--- src/rtl/rx_stage_buf_pkg.sv ---
package rx_stage_buf_pkg;

    localparam int NUM_SRC  = 3;
    localparam int PEND_W   = 4;

    typedef enum logic [1:0] {
        SRC_BYTE = 2'd0,
        SRC_MID  = 2'd1,
        SRC_FULL = 2'd2,
        SRC_OVR  = 2'd3
    } src_idx_e;

    typedef struct packed {
        logic ovr;
        logic full;
        logic mid;
        logic byte_in;
    } rxb_events_t;

    function automatic logic [PEND_W-1:0] events_to_vec(input rxb_events_t ev);
        logic [PEND_W-1:0] v;
        v = '0;
        v[SRC_BYTE] = ev.byte_in;
        v[SRC_MID]  = ev.mid;
        v[SRC_FULL] = ev.full;
        v[SRC_OVR]  = ev.ovr;
        return v;
    endfunction

endpackage

--- src/rtl/rxb_store.sv ---
module rxb_store #(
    parameter int DATA_W = 8,
    parameter int DEPTH  = 8,
    localparam int AW    = (DEPTH > 1) ? $clog2(DEPTH) : 1,
    localparam int LVL_W = $clog2(DEPTH + 1)
) (
    input  logic              clk,
    input  logic              rst,
    input  logic              wr_req,
    input  logic [DATA_W-1:0] wr_data,
    input  logic              rd_req,
    output logic [DATA_W-1:0] head,
    output logic [LVL_W-1:0]  level_q,
    output logic              accept,
    output logic              pop,
    output logic              drop
);

    localparam logic [LVL_W-1:0] FULL_LVL = LVL_W'(DEPTH);
    localparam logic [AW-1:0]    LAST_IDX = AW'(DEPTH - 1);

    logic [DATA_W-1:0] mem [DEPTH];
    logic [AW-1:0]     wr_ptr;
    logic [AW-1:0]     rd_ptr;
    logic              is_full;
    logic              is_empty;

    assign is_full  = (level_q == FULL_LVL);
    assign is_empty = (level_q == '0);
    assign accept   = wr_req && !is_full;
    assign drop     = wr_req && is_full;
    assign pop      = rd_req && !is_empty;
    assign head     = is_empty ? '0 : mem[rd_ptr];

    always_ff @(posedge clk) begin
        if (accept) begin
            mem[wr_ptr] <= wr_data;
        end
    end

    always_ff @(posedge clk) begin
        if (rst) begin
            wr_ptr  <= '0;
            rd_ptr  <= '0;
            level_q <= '0;
        end else begin
            if (accept) begin
                wr_ptr <= (wr_ptr == LAST_IDX) ? '0 : wr_ptr + AW'(1);
            end
            if (pop) begin
                rd_ptr <= (rd_ptr == LAST_IDX) ? '0 : rd_ptr + AW'(1);
            end
            case ({accept, pop})
                2'b10:   level_q <= level_q + LVL_W'(1);
                2'b01:   level_q <= level_q - LVL_W'(1);
                default: level_q <= level_q;
            endcase
        end
    end

    assert_full_hold_R5: assert property (@(posedge clk) disable iff (rst)
        (is_full && wr_req && !rd_req) |=> (level_q == FULL_LVL));

    assert_empty_pop_R6: assert property (@(posedge clk) disable iff (rst)
        (is_empty && rd_req && !wr_req) |=> (level_q == '0));

    assert_balanced_R7: assert property (@(posedge clk) disable iff (rst)
        (wr_req && rd_req && !is_empty && !is_full) |=> $stable(level_q));

    assert_no_overflow_R1: assert property (@(posedge clk) disable iff (rst)
        level_q <= FULL_LVL);

endmodule

--- src/rtl/rxb_events.sv ---
module rxb_events
    import rx_stage_buf_pkg::*;
#(
    parameter int DEPTH    = 8,
    parameter int MID_MARK = 4,
    localparam int LVL_W   = $clog2(DEPTH + 1)
) (
    input  logic             clk,
    input  logic             rst,
    input  logic [LVL_W-1:0] level_q,
    input  logic             accept,
    input  logic             pop,
    input  logic             drop,
    output rxb_events_t      ev
);

    localparam logic [LVL_W-1:0] MID_PREV  = LVL_W'(MID_MARK - 1);
    localparam logic [LVL_W-1:0] FULL_PREV = LVL_W'(DEPTH - 1);

    logic rising;

    assign rising = accept && !pop;

    always_comb begin
        ev         = '0;
        ev.byte_in = accept;
        ev.mid     = rising && (level_q == MID_PREV);
        ev.full    = rising && (level_q == FULL_PREV);
        ev.ovr     = drop;
    end

    assert_mid_needs_write_R3: assert property (@(posedge clk) disable iff (rst)
        ev.mid |-> ev.byte_in);

    assert_full_needs_write_R4: assert property (@(posedge clk) disable iff (rst)
        ev.full |-> ev.byte_in);

endmodule

--- src/rtl/rxb_pending.sv ---
module rxb_pending
    import rx_stage_buf_pkg::*;
(
    input  logic                clk,
    input  logic                rst,
    input  rxb_events_t         ev,
    input  logic                clr_we,
    input  logic [PEND_W-1:0]   clr_mask,
    input  logic [NUM_SRC-1:0]  irq_en,
    output logic [PEND_W-1:0]   pend_q,
    output logic                irq
);

    logic [PEND_W-1:0] set_vec;
    logic [PEND_W-1:0] clr_vec;
    logic [PEND_W-1:0] keep_vec;

    assign set_vec  = events_to_vec(ev);
    assign clr_vec  = clr_we ? clr_mask : '0;
    assign keep_vec = pend_q & ~clr_vec;

    always_ff @(posedge clk) begin
        if (rst) begin
            pend_q <= '0;
        end else begin
            pend_q <= keep_vec | set_vec;
        end
    end

    assign irq = |(pend_q[NUM_SRC-1:0] & irq_en);

    assert_sticky_R8: assert property (@(posedge clk) disable iff (rst)
        1'b1 |=> ((pend_q & $past(keep_vec)) == $past(keep_vec)));

    assert_event_wins_R8: assert property (@(posedge clk) disable iff (rst)
        1'b1 |=> ((pend_q & $past(set_vec)) == $past(set_vec)));

    assert_overrun_sets_R5: assert property (@(posedge clk) disable iff (rst)
        ev.ovr |=> pend_q[SRC_OVR]);

endmodule

--- src/rtl/rx_stage_buf.sv ---
module rx_stage_buf
    import rx_stage_buf_pkg::*;
#(
    parameter int DATA_W   = 8,
    parameter int DEPTH    = 8,
    parameter int MID_MARK = 4,
    localparam int LVL_W   = $clog2(DEPTH + 1)
) (
    input  logic                clk,
    input  logic                rst,
    input  logic                in_valid,
    input  logic [DATA_W-1:0]   in_data,
    input  logic                rd_pop,
    output logic [DATA_W-1:0]   rd_data,
    output logic [LVL_W-1:0]    level,
    input  logic [NUM_SRC-1:0]  irq_en,
    input  logic                clr_we,
    input  logic [PEND_W-1:0]   clr_mask,
    output logic [PEND_W-1:0]   pending,
    output logic                irq
);

    logic        accept;
    logic        pop;
    logic        drop;
    rxb_events_t ev;

    rxb_store #(.DATA_W(DATA_W), .DEPTH(DEPTH)) u_store (
        .clk     (clk),
        .rst     (rst),
        .wr_req  (in_valid),
        .wr_data (in_data),
        .rd_req  (rd_pop),
        .head    (rd_data),
        .level_q (level),
        .accept  (accept),
        .pop     (pop),
        .drop    (drop)
    );

    rxb_events #(.DEPTH(DEPTH), .MID_MARK(MID_MARK)) u_events (
        .clk     (clk),
        .rst     (rst),
        .level_q (level),
        .accept  (accept),
        .pop     (pop),
        .drop    (drop),
        .ev      (ev)
    );

    rxb_pending u_pending (
        .clk      (clk),
        .rst      (rst),
        .ev       (ev),
        .clr_we   (clr_we),
        .clr_mask (clr_mask),
        .irq_en   (irq_en),
        .pend_q   (pending),
        .irq      (irq)
    );

    assert_mid_level_R3: assert property (@(posedge clk) disable iff (rst)
        ev.mid |=> (level == LVL_W'(MID_MARK)));

    assert_full_level_R4: assert property (@(posedge clk) disable iff (rst)
        ev.full |=> (level == LVL_W'(DEPTH)));

    assert_byte_sets_R2: assert property (@(posedge clk) disable iff (rst)
        accept |=> pending[SRC_BYTE]);

    assert_reset_clears_R10: assert property (@(posedge clk)
        rst |=> (level == '0 && pending == '0));

endmodule

--- config.mk ---
export PLATFORM = sky130hd
export DESIGN_NAME = rx_stage_buf
export DESIGN_NICKNAME = d
export VERILOG_FILES = /design/src/rtl/rx_stage_buf_pkg.sv /design/src/rtl/rxb_store.sv /design/src/rtl/rxb_events.sv /design/src/rtl/rxb_pending.sv /design/src/rtl/rx_stage_buf.sv
export SDC_FILE = /design/constraint.sdc
export NUM_CORES = 1
export LEC_CHECK = 0
export BUFFER_PORTS_ARGS = -buffer_cell sky130_fd_sc_hd__buf_2
export CORE_ASPECT_RATIO = 1.2
export CORE_MARGIN = 2
export CORE_UTILIZATION = 54
export CTS_BUF_LIST = sky130_fd_sc_hd__clkbuf_4 sky130_fd_sc_hd__clkbuf_8
export DETAILED_ROUTE_END_ITERATION = 10
export PLACE_DENSITY = 0.77
export SETUP_SLACK_MARGIN = 0.02
export SYNTH_ARGS = -nofsm -noshare
export SYNTH_HDL_FRONTEND = slang
export SYNTH_SLANG_ARGS = --single-unit
--- constraint.sdc ---
create_clock -name clk -period 2.19 [get_ports clk]
set_input_delay 0.1095 -clock clk [delete_from_list [all_inputs] [get_ports clk]]
set_output_delay 0.1095 -clock clk [all_outputs]
set_load 0.1 [all_outputs]
* Word level (Yosys, flattened, before mapping) *
Memory sizes are Yosys's and may differ from the RTL's. A register that Yosys moved wholly into a read port is not among the register bits.
Index checks and enable logic that the tools add are counted.

word-level totals
  output and inout port bits = 17
  bits in registers = 14
  bits of input ports = 20
  memories kept = 1
  bits in writable memories = 64
  word-level logic and storage cells = 41

memory list
  memory       depth  bits a word  read ports  clocked after Yosys merged registers in  wr ports  line             text
  u_store.mem  8      8            1           1                                        1         rxb_store.sv:22  logic [DATA_W-1:0] mem [DEPTH];

operators by class
  $add $sub $neg = 4
  reduce and logical (&&, ||, !) cells = 12
  equality and inequality tests = 7
  multiplexer cells = 9
  bitwise gates (word level) = 4

operators by type and width
  kind                                              count
  2-to-1 mux 3 bit                                  4
  2-to-1 mux 8 bit                                  1
  one-hot mux 4 bit (2 select lines)                1
  adder 3 x 1 -> 3 bit, second input constant       2
  == test 3 bit, second input constant              2
  logical AND 1 bit                                 6
  adder 4 x 1 -> 4 bit, second input constant       1
  bitwise AND 4 bit                                 1
  == test 4 x 2 -> 1 bit, second input constant     1
  == test 4 x 3 -> 1 bit, second input constant     1
  == test 4 bit, second input constant              1
  zero test 4 bit                                   1
  2-to-1 mux 4 bit                                  1
  NOT 4 bit                                         1
  bitwise OR 4 bit                                  1
  subtractor 4 x 1 -> 4 bit, second input constant  1
  bitwise AND 3 bit                                 1
  zero test 1 bit                                   3
  OR reduction 3 bit                                1
  == test 2 x 1 -> 1 bit, second input constant     1
  == test 2 bit, second input constant              1
  2-to-1 mux 1 bit                                  2
  nonzero test 2 bit                                1

* Depth between registers and ports, before layout *
Gate-level depths: netlist of the first run.

  word-level depth = 7
  mapped depth = 12
  gate-level depth less buffers = 10

* Cells and area by module *
A second synthesis of the first run with hierarchy kept.

unflattened totals
  cells, all modules = 212
  area, all modules = 3379.5 µm²

by module, submodules not included
  module       seq. area each (µm²)  area an instance (µm²)  times used  cells an instance
  rxb_store    2182.1                3151.8                  1           188
  rxb_pending  80.1                  158.9                   1           18
  rxb_events   0.0                   68.8                    1           6

* Worst setup path after synthesis of the first run *
Ideal clock, no wire load.

  kind = reg2reg
  start = register u_store.level_q[2]
  end = register u_store.level_q[2]
  period minus slack after synthesis = 3.025 ns
  library setup time = 0.071 ns
  arrival = 2.955 ns
  path slack = -0.835 ns
  stages on the path, launching flop included = 12
  buffers on the path = 2
  data required time = 2.119 ns
  cells stage by stage = dfxtp_1 buf_2 nor3_1 a21bo_2 clkbuf_8 ha_1 xor2_1 ha_1 a21oi_1 xor2_1 or3_1 a21oi_1

between the ends
  longest elaborated chain between the ends = 5
  elaborated cells between the ends (all ways) = 12
  those cells by class = add/sub (2); eq/ne (3); mux (1); reduce/logical (6)

ends and longest elaborated chain
  element                                                                   line                              text
  start: declaration                                                        rxb_store.sv:13                   output logic [LVL_W-1:0] level_q,
  start signal: assignment                                                  rxb_store.sv:54                   2'b10: level_q <= level_q + LVL_W'(1);
  start signal: assignment                                                  rxb_store.sv:55                   2'b01: level_q <= level_q - LVL_W'(1);
  start signal: assignment                                                  rxb_store.sv:56                   default: level_q <= level_q;
  == test 4 bit or zero test 4 bit (tied branches)                          rxb_store.sv:28, rxb_store.sv:29
  zero test 1 bit, on equally long branches                                 rxb_store.sv:30, rxb_store.sv:32
  logical AND 1 bit, on equally long branches                               rxb_store.sv:30, rxb_store.sv:32
  == test 2 x 1 -> 1 bit or == test 2 bit (tied branches)                   rxb_store.sv:53                   case ({accept, pop})
  one-hot mux 4 bit (2 select lines) or nonzero test 2 bit (tied branches)  --

Parallel ways exist; a longest one is shown, timed or not.
A chain may end at the register's enable or synchronous reset.

* Worst setup path after layout of the first run *
  start = register u_store.level_q[3]
  end = register u_store.level_q[2]

Same word-level chain as after synthesis.

==> run metrics, run 1 <==
1st-pass router iterations=4; syn_area_per_cell=16.5 um2; Critical Path RT=2460 ps; Die Span Y=89.8 um; Initial DRC Count=213; Initial Util=55.4%; MaxCap Viol Count=0; Area growth, synth to finish=21.1%; Antenna diodes=0; first-pass GRT wire length=9180 um; clk_skew=9.78 ps; Detail Route Antenna Nets=0; clock-pin slew of the registers on the worst-case setup and hold paths=80 ps; drc violations=0; CP arrival=2390 ps; initial antenna violation count=0; Max VDD drop=1.07 mV; Synth Register Bits=81; period utilization=97.0%; Min-Delay Endpoint=u_store.mem[6][5]; Sink Count=81; via-per-instance ratio=5.47; PwrDens=1310 nW/um2; crit path launch type=flip-flop; post-synthesis cell count=201; post-synthesis sequential area ratio=68.3%; RR Endpoint=u_store.level_q[2]; hold path cells=1; GR Util All Layers=18.9%; largest net degree at the start of global routing=17; H-tree levels=3; Vias=1,876; most frequent cells in the layout=edfxtp_1 (64), buf_2 (36), nor2_1 (19); Die X=75.5 um; share of layout cells above drive strength 1=40.2%; Worst R2R Start=u_store.level_q[3]; post-DR wirelength/cell=17.3 um; CP endpoint kind=flip-flop; Finish-stage setup viols=0; worst skew pair latency=340 ps; Max Clk Rate=471 MHz; final core utilization=67.1%; TritonCTS clock tree=built; Final Net Count=284; Final HPWL DP=3800 um; Final Non-Filler Cells=343; Unique masters post-synth=32; Pins Over Slew Limit=0; Site Rows=31; Buffers on Ports=36; Hold Violations, Final=0; Yosys warning count=0; Slew @ Worst Pin=559 ps; Slew headroom=62.7%; reg2reg path depth=10; clock tree buffer depth=2; synthesized cell area=3310 um2; WS Path Type=flip-flop to flip-flop; syn_nets=229; CTS Buf Count=9; Crit Path Max Fanout=5; root buffer cell=clkbuf_8; worst setup margin=65.3 ps; reg-to-reg setup timing slack=70 ps; Pwr Total=5.24 mW; vias in the first global route=1,851; leakage power=1.48 nW; worst slack at placement=7.59 ps; Period minus WS final=2120 ps; total grt overflow=0; outcome=finished, final reports clean; Worst Hold Class=input port to flip-flop; commonest non-fill, non-tap cell in the layout=edfxtp_1; hold wc startpoint=in_data[5]; global placement routability congestion=0.757; placed instance count=321; # IOs=37; wirelength, routed=5950 um; CORE AREA=5970 um2; full die area=6780 um2; Hold Slack=36.1 ps
power by group:
group          internal (mW)  switching (mW)  leakage (nW)
Clock                  0.835           0.510         0.130
Combinational          0.622            1.39         0.623
Sequential              1.78           0.106         0.723
Total                   3.24            2.01          1.48
registers in the layout, summed over array words and instances (netlist names), named ones only:
register / cells
u_store.mem: 64
u_pending.pend_q: 4
u_store.level_q: 4
u_store.rd_ptr: 3
u_store.wr_ptr: 3
area by class of cell:
type	instances	area, um2
Tap cell	82	103
Clock inverter	4	98.8
Sequential cell	81	2280
Inverter	3	13.8
Fill cell	430	1960
Timing Repair Buffer	54	328
Multi-Input combinational cell	107	1030
Clock buffer	12	159
how the worst max path moves through the flow:
stage	slack, ps	endpoint	start
3_3_place_gp	130	u_store.level_q[2]	u_store.level_q[0]
4_1_cts	30	u_store.level_q[2]	u_store.level_q[0]
3_5_place_dp	8	u_store.level_q[2]	u_store.level_q[0]
6_report	70	u_store.level_q[2]	u_store.level_q[3]
5_1_grt	-20	u_store.level_q[2]	u_store.level_q[2]
2_1_floorplan	-310	u_store.level_q[2]	u_store.level_q[2]
cell families after synthesis:
group | synth area share [%]
buffers and inverters | 2.53
AOI/OAI and AO/OA | 3.10
adders and majority gates | 3.02
muxes | 14.6
and+or+nand+nor | 7.67
DFF | 68.3
xor gates and xnor gates | 0.794
per-layer routing:
metal | wire [um] | share of wire (%) | track usage (%) | vias up
met2 | 3160 | 53 | 32.4 | 64
met4 | 77 | 1.3 | 7.02 | 0
met1 | 2420 | 41 | 22.4 | 924
met3 | 293 | 4.9 | 4.93 | 9
li1 | - | - | - | 879
met5 | 0 | 0 | 0 | -
stage by stage:
step | cell area (um2) | setup TNS, ps
floorplan | 3380 | -2390
global placement | 3690 | 0
detailed placement | 3690 | 0
CTS | 3960 | 0
global route | 4010 | -21.3
finish | 4010 | 0
worst max-delay path: stages (launching register included):
cell and delay, ps:
dfxtp_4 370, nor4_4 290, nand2b_4 190, inv_4 40, ha_4 170, xor2_2 180, ha_2 180, a21oi_2 110
xor2_1 80, or3_1 310, a21oi_1 140
cells in the mapped netlist (all sizes together):
cell	n	share of area [%]
nor4	2	0.83
a32oi	1	0.26
a21oi	8	1.2
o21ai	2	0.30
nor2b	1	0.19
clkbuf	2	0.53
xor2	3	0.79
o22ai	1	0.19
a222oi	1	0.30
a22oi	1	0.23
nor3	5	0.76
mux2i	11	3.3
nand2	15	1.7
nor3b	1	0.23
a32o	1	0.30
buf	8	1.7
dfxtp	17	10
mux2	1	0.34
edfxtp	64	58
nor2	19	2.2
a21bo	1	0.30
or3	3	0.57
mux4	16	11
ha	8	3.0
nand2b	5	0.94
inv	3	0.34
and4b	1	0.30
what timing repair did:
| item | in CTS | in global routing |
|---|---|---|
| pin swaps | 0 | 1 |
| hold endpoints to repair | 0 | 0 |
| hold buffers | 0 | 0 |
| resized for setup | 0 | 3 |
| buffers inserted | 1 | 5 |
| setup endpoints to repair | 1 | 2 |
Note: power is estimated with default switching activity, not from simulation.
==> run 2, diff against run 1 <==
PLACE_DENSITY = default   (was 0.77)
PLACE_DENSITY_LB_ADDON = 0.08   (was default)
==> run metrics, run 2 (synthesized netlist as in run 1, its figures left out) <==
outcome=finished, final reports clean (unchanged); placed instance count=321 (unchanged); largest net degree at the start of global routing=17 (unchanged); PwrDens=1310 nW/um2 (about the same); first-pass GRT wire length=9400 um (was 9180 um); Max VDD drop=0.908 mV (was 1.07 mV); Worst Hold Class=input port to flip-flop (unchanged); via-per-instance ratio=5.39 (was 5.47); Finish-stage setup viols=0 (unchanged); Initial DRC Count=115 (was 213); post-DR wirelength/cell=17.8 um (was 17.3 um); root buffer cell=clkbuf_8 (unchanged); initial antenna violation count=0 (unchanged); Sink Count=81 (unchanged); clock-pin slew of the registers on the worst-case setup and hold paths=80 ps (about the same); Buffers on Ports=36 (unchanged); Pins Over Slew Limit=0 (unchanged); P_int=3.23 mW (was 3.24 mW); share of layout cells above drive strength 1=40.4% (was 40.2%); Pwr Total=5.23 mW (was 5.24 mW); max reg flops=64 (unchanged); GR Util All Layers=19.4% (was 18.9%); combinational fraction of design power=38.8% (was 38.4%); most frequent cells in the layout=edfxtp_1 (64), buf_2 (36), nor2_1 (19) (unchanged); Max Clk Rate=466 MHz (was 471 MHz); CP endpoint kind=flip-flop (unchanged); register with the most flip-flops=u_store.mem (unchanged); Final Net Count=283 (was 284); Crit Path Max Fanout=6 (was 5); Die Span Y=89.8 um (unchanged); leakage power=1.47 nW (was 1.48 nW); Critical Path RT=2410 ps (was 2460 ps); WS Path Type=flip-flop to flip-flop (unchanged); global placement routability congestion=0.762 (was 0.757); Vias=1,844 (was 1,876); Switching Fraction=38.3% (about the same); CORE AREA=5970 um2 (unchanged); CP Cell Sequence=nor4_4 -> nand2b_4 -> inv_4 -> ha_1 -> nor3b_1 -> a32o_1 -> mux2_2 (was nor4_4 -> nand2b_4 -> inv_4 -> ha_4 -> xor2_2 -> ha_2 -> a21oi_2 -> xor2_1 -> or3_1 -> a21oi_1); clk_skew=6.76 ps (was 9.78 ps); Slew headroom=61.9% (was 62.7%); CP arrival=2370 ps (was 2390 ps); vias in the first global route=1,876 (was 1,851); Clock Power Share=25.2% (was 25.6%); Net Switching=2.00 mW (was 2.01 mW); leading registers by flop count=u_store.mem (64), u_pending.pend_q (4), u_store.level_q (4) (unchanged); period utilization=98.0% (was 97.0%); clock tree buffer depth=2 (unchanged); RSZ-0062 raised after global routing=yes; hold-fix buffers at CTS=0 (unchanged); TritonCTS clock tree=built (unchanged); worst skew pair latency=340 ps (about the same); Area growth, synth to finish=20.7% (was 21.1%); H-tree levels=3 (unchanged); commonest non-fill, non-tap cell in the layout=edfxtp_1 (unchanged); full die area=6780 um2 (unchanged); Hold Slack=28.3 ps (was 36.1 ps); Hold Violations, Final=0 (unchanged); # IOs=37 (unchanged); Die X=75.5 um (unchanged); CP max stage cell=dfxtp_4 (unchanged); 1st-pass router iterations=4 (unchanged); Detail Route Antenna Nets=0 (unchanged); crit path launch type=flip-flop (unchanged); Final Non-Filler Cells=342 (was 343); MaxCap Viol Count=0 (unchanged); Antenna diodes=0 (unchanged); wirelength, routed=6080 um (was 5950 um); Period minus WS final=2150 ps (was 2120 ps); Slew @ Worst Pin=570 ps (was 559 ps); Worst path max stage delay=370 ps (about the same); total grt overflow=0 (unchanged); Site Rows=31 (unchanged); Initial Util=55.4% (unchanged); drc violations=0 (unchanged); Final HPWL DP=3990 um (was 3800 um); CTS Buf Count=9 (unchanged); part of the power in registers=36.0% (was 35.9%)
## run 2: changes by cell type in the layout (fill, tap and decap cells not counted)
cell / previous run / this run
a21oi_1: 7 / 6
buf_4: 17 / 16
clkinv_4: 1 / 0
clkbuf_4: 1 / 3
dfxtp_4: 4 / 3
dfxtp_2: 0 / 1
a21oi_2: 1 / 2
clkbuf_8: 11 / 10
## run 2: layer usage
layer	routed length [um]	vias to the layer above	track usage (%)
met5	0	-	0
met4	63	0	9.36
met3	207	6	3.48
met2	3280	48	31.4
met1	2530	913	24.6
li1	-	877	-
## run 2: power by group through the flow
stage / clock [mW] / combinational [mW] / sequential [mW]
floorplan: 0 / 1.45 / 2.08
global placement: 0 / 1.91 / 1.90
detailed placement: 0 / 1.96 / 1.92
CTS: 1.33 / 1.99 / 1.88
global route: 1.40 / 2.13 / 1.89
finish: 1.32 / 2.03 / 1.88
## run 2: cell type report
type                    instances  area, um2
flip-flops and latches         81       2270
fillers                       439       1980
multi-input cells             107       1030
repair buffers                 53        320
clock buffers                  13        160
well taps                      82        103
clock inverters                 3       90.1
inverters                       3       13.8
## run 2: final timing paths
| check | depth (start not counted) | slack (ps) | endpoint | from |
|---|---|---|---|---|
| worst max-delay path | 7 | 40 | u_store.level_q[3] | u_store.level_q[0] |
| worst min-delay path | 1 | 30 | u_store.mem[3][5] | in_data[5] |
| worst max register to register | 7 | 40 | u_store.level_q[3] | u_store.level_q[0] |
| worst min register to register | 2 | 480 | u_pending.pend_q[1] | u_pending.pend_q[1] |
## run 2: per-stage QoR
step                      setup TNS, ps  utilization (%)  setup WS (ps)  cell area (um2)
after floorplan                   -2390                -           -314             3380
after global placement                0             61.8            132             3690
after detailed placement          -31.2             61.8          -31.2             3690
after CTS                             0             66.2           34.4             3960
after global routing              -51.0             66.9          -51.0             4000
final                                 0             66.9           44.1             4000
## run 2: worst max-delay path: cells and delay by family (launching register included)
kind / cells / cell delay (ps)
flip-flops: 1 / 370
AND/OR/NAND/NOR: 3 / 780
AO/OA/AOI/OAI: 1 / 160
multiplexers: 1 / 320
buffers and inverters: 1 / 40
adder cells (fa/ha/maj): 1 / 360
## run 2: what timing repair did
item,in CTS,in global routing
gates resized for setup,0,3
pin swaps,1,2
setup endpoints to repair,2,1
setup buffers,2,3
==> run 3, diff against run 2 <==
HOLD_SLACK_MARGIN = 0.05   (was default)
RECOVER_POWER = 25   (was default)
SLEW_MARGIN = 20   (was default)
==> run metrics, run 3 (synthesized netlist as in run 1, its figures left out) <==
reg2reg path depth=10 (was 7); fin area=4090 um2 (was 4000 um2); Net Switching=2.00 mW (about the same); Slew headroom=61.6% (was 61.9%); Critical Path RT=2460 ps (was 2410 ps); share of layout cells above drive strength 1=36.7% (was 40.4%); CP endpoint kind=flip-flop (unchanged); post-DR wirelength/cell=17.6 um (was 17.8 um); Hold Violations, Final=0 (unchanged); P_int=3.24 mW (was 3.23 mW); Max Clk Rate=469 MHz (was 466 MHz); Period minus WS final=2130 ps (was 2150 ps); part of the power in registers=35.9% (was 36.0%); crit path launch type=flip-flop (unchanged); Switching Fraction=38.3% (about the same); Max VDD drop=0.907 mV (was 0.908 mV); Top Usage Layer GRT=met2 (unchanged); initial antenna violation count=0 (unchanged); register with the most flip-flops=u_store.mem (unchanged); area of the multi-input gates=1030 um2 (unchanged); PwrDens=1280 nW/um2 (was 1310 nW/um2); Buffers on Ports=36 (unchanged); Antenna diodes=0 (unchanged); worst setup margin=57.4 ps (was 44.1 ps); Sink Count=81 (unchanged); H-tree levels=3 (unchanged); leakage power=1.49 nW (was 1.47 nW); worst slack at placement=-31.2 ps (unchanged); commonest non-fill, non-tap cell in the layout=edfxtp_1 (unchanged); Die X=75.5 um (unchanged); CORE AREA=5970 um2 (unchanged); clk_skew=7.70 ps (was 6.76 ps); hold path cells=3 (was 1); clock-pin slew of the registers on the worst-case setup and hold paths=70 ps (was 80 ps); wirelength, routed=6190 um (was 6080 um); root buffer cell=clkbuf_8 (unchanged); full die area=6780 um2 (unchanged); Final HPWL DP=3990 um (unchanged); GR Util All Layers=19.7% (was 19.4%); combinational fraction of design power=39.0% (was 38.8%); leading registers by flop count=u_store.mem (64), u_pending.pend_q (4), u_store.level_q (4) (unchanged); Worst Hold Class=input port to flip-flop (unchanged); Site Rows=31 (unchanged); drc violations=0 (unchanged); via-per-instance ratio=5.36 (was 5.39); GRT met3 Usage=3.14% (was 3.48%); Initial Util=55.4% (unchanged); worst skew pair latency=340 ps (about the same); setup_tns=0 ps (unchanged); vias in the first global route=1,914 (was 1,876); final core utilization=68.4% (was 66.9%); Finish-stage setup viols=0 (unchanged); outcome=finished, final reports clean (unchanged); total grt overflow=0 (unchanged); Initial DRC Count=107 (was 115); most frequent cells in the layout=edfxtp_1 (64), buf_2 (30), nor2_1 (19) (was edfxtp_1 (64), buf_2 (36), nor2_1 (19)); Pins Over Slew Limit=0 (unchanged); Clock Power Share=25.1% (was 25.2%); MaxCap Viol Count=0 (unchanged); Final Net Count=293 (was 283); DP Area=3690 um2 (unchanged); Vias=1,885 (was 1,844); first-pass GRT wire length=9590 um (was 9400 um); 1st-pass router iterations=4 (unchanged); Crit Path Max Fanout=5 (was 6); CP arrival=2400 ps (was 2370 ps); largest net degree at the start of global routing=17 (unchanged); period utilization=97.4% (was 98.0%); WS Path Type=flip-flop to flip-flop (unchanged); clock tree buffer depth=2 (unchanged); # IOs=37 (unchanged); CTS Buf Count=9 (unchanged); Area growth, synth to finish=23.5% (was 20.7%); # fillers=440 (was 439); reg-to-reg setup timing slack=60 ps (was 40 ps); Pwr Total=5.24 mW (was 5.23 mW); TritonCTS clock tree=built (unchanged); met2 GRT Util=32.3% (was 31.4%); Slew @ Worst Pin=575 ps (was 570 ps); met1 usage in global routing=25.0% (was 24.6%); global placement routability congestion=0.762 (unchanged); max reg flops=64 (unchanged); Die Span Y=89.8 um (unchanged); RSZ-0062 raised after global routing=yes (unchanged); Storage cell area=2270 um2 (unchanged); Detail Route Antenna Nets=0 (unchanged)
## run 3: changes by cell type in the layout (fill, tap and decap cells not counted), sizes merged
cell,before,now
buf,53,47
dlygate4sd3,0,10
clkbuf,13,19
## run 3: layout make-up
class | instances | area share (%)
clock buffers | 13 | 3.92
clock inverters | 3 | 2.20
inverters | 3 | 0.337
multi-input cells | 107 | 25.3
flip-flops and latches | 81 | 55.6
well taps | 82 | 2.51
repair buffers | 63 | 10.1
## run 3: through the flow
step	hold WS, ps	instances
6_report	69.8	352
4_1_cts	53.2	349
3_3_place_gp	361	321
2_1_floorplan	179	201
5_1_grt	79.4	352
3_5_place_dp	372	321
## run 3: worst paths after layout
path | startpoint | endpoint
setup / recovery | u_store.level_q[0] | u_store.level_q[2]
hold / removal | in_valid | u_pending.pend_q[3]
hold reg to reg | u_pending.pend_q[1] | u_pending.pend_q[1]
setup reg to reg | u_store.level_q[0] | u_store.level_q[2]
## run 3: timing repair
action	in CTS	in global routing
pin swaps	1	2
buffers inserted	2	3
endpoints found under the hold margin	56	0
endpoints found under the setup margin	2	1
hold buffers	10	0
resized for setup	0	3
## run 3: worst max-delay path, cell delays in order, from the launching register on
cell and delay [ps]:
dfxtp_4 370, nor4_4 310, nand2b_4 200, inv_4 40, ha_4 180, xor2_2 150
ha_2 170, a21oi_2 120, xor2_1 90, or3_1 330, a21oi_2 120
## run 3: power by group through the flow
stage / combinational (mW) / sequential (mW) / clock, mW
3_3_place_gp: 1.91 / 1.90 / 0
2_1_floorplan: 1.45 / 2.08 / 0
4_1_cts: 2.00 / 1.88 / 1.33
5_1_grt: 2.15 / 1.89 / 1.40
3_5_place_dp: 1.96 / 1.92 / 0
6_report: 2.04 / 1.88 / 1.32
## run 3: per-layer routing
layer  vias to the layer above  share of wire, %
met2                        47                53
met1                       931                41
met5                         -                 0
met3                        12               2.8
li1                        895                 -
met4                         0               2.3
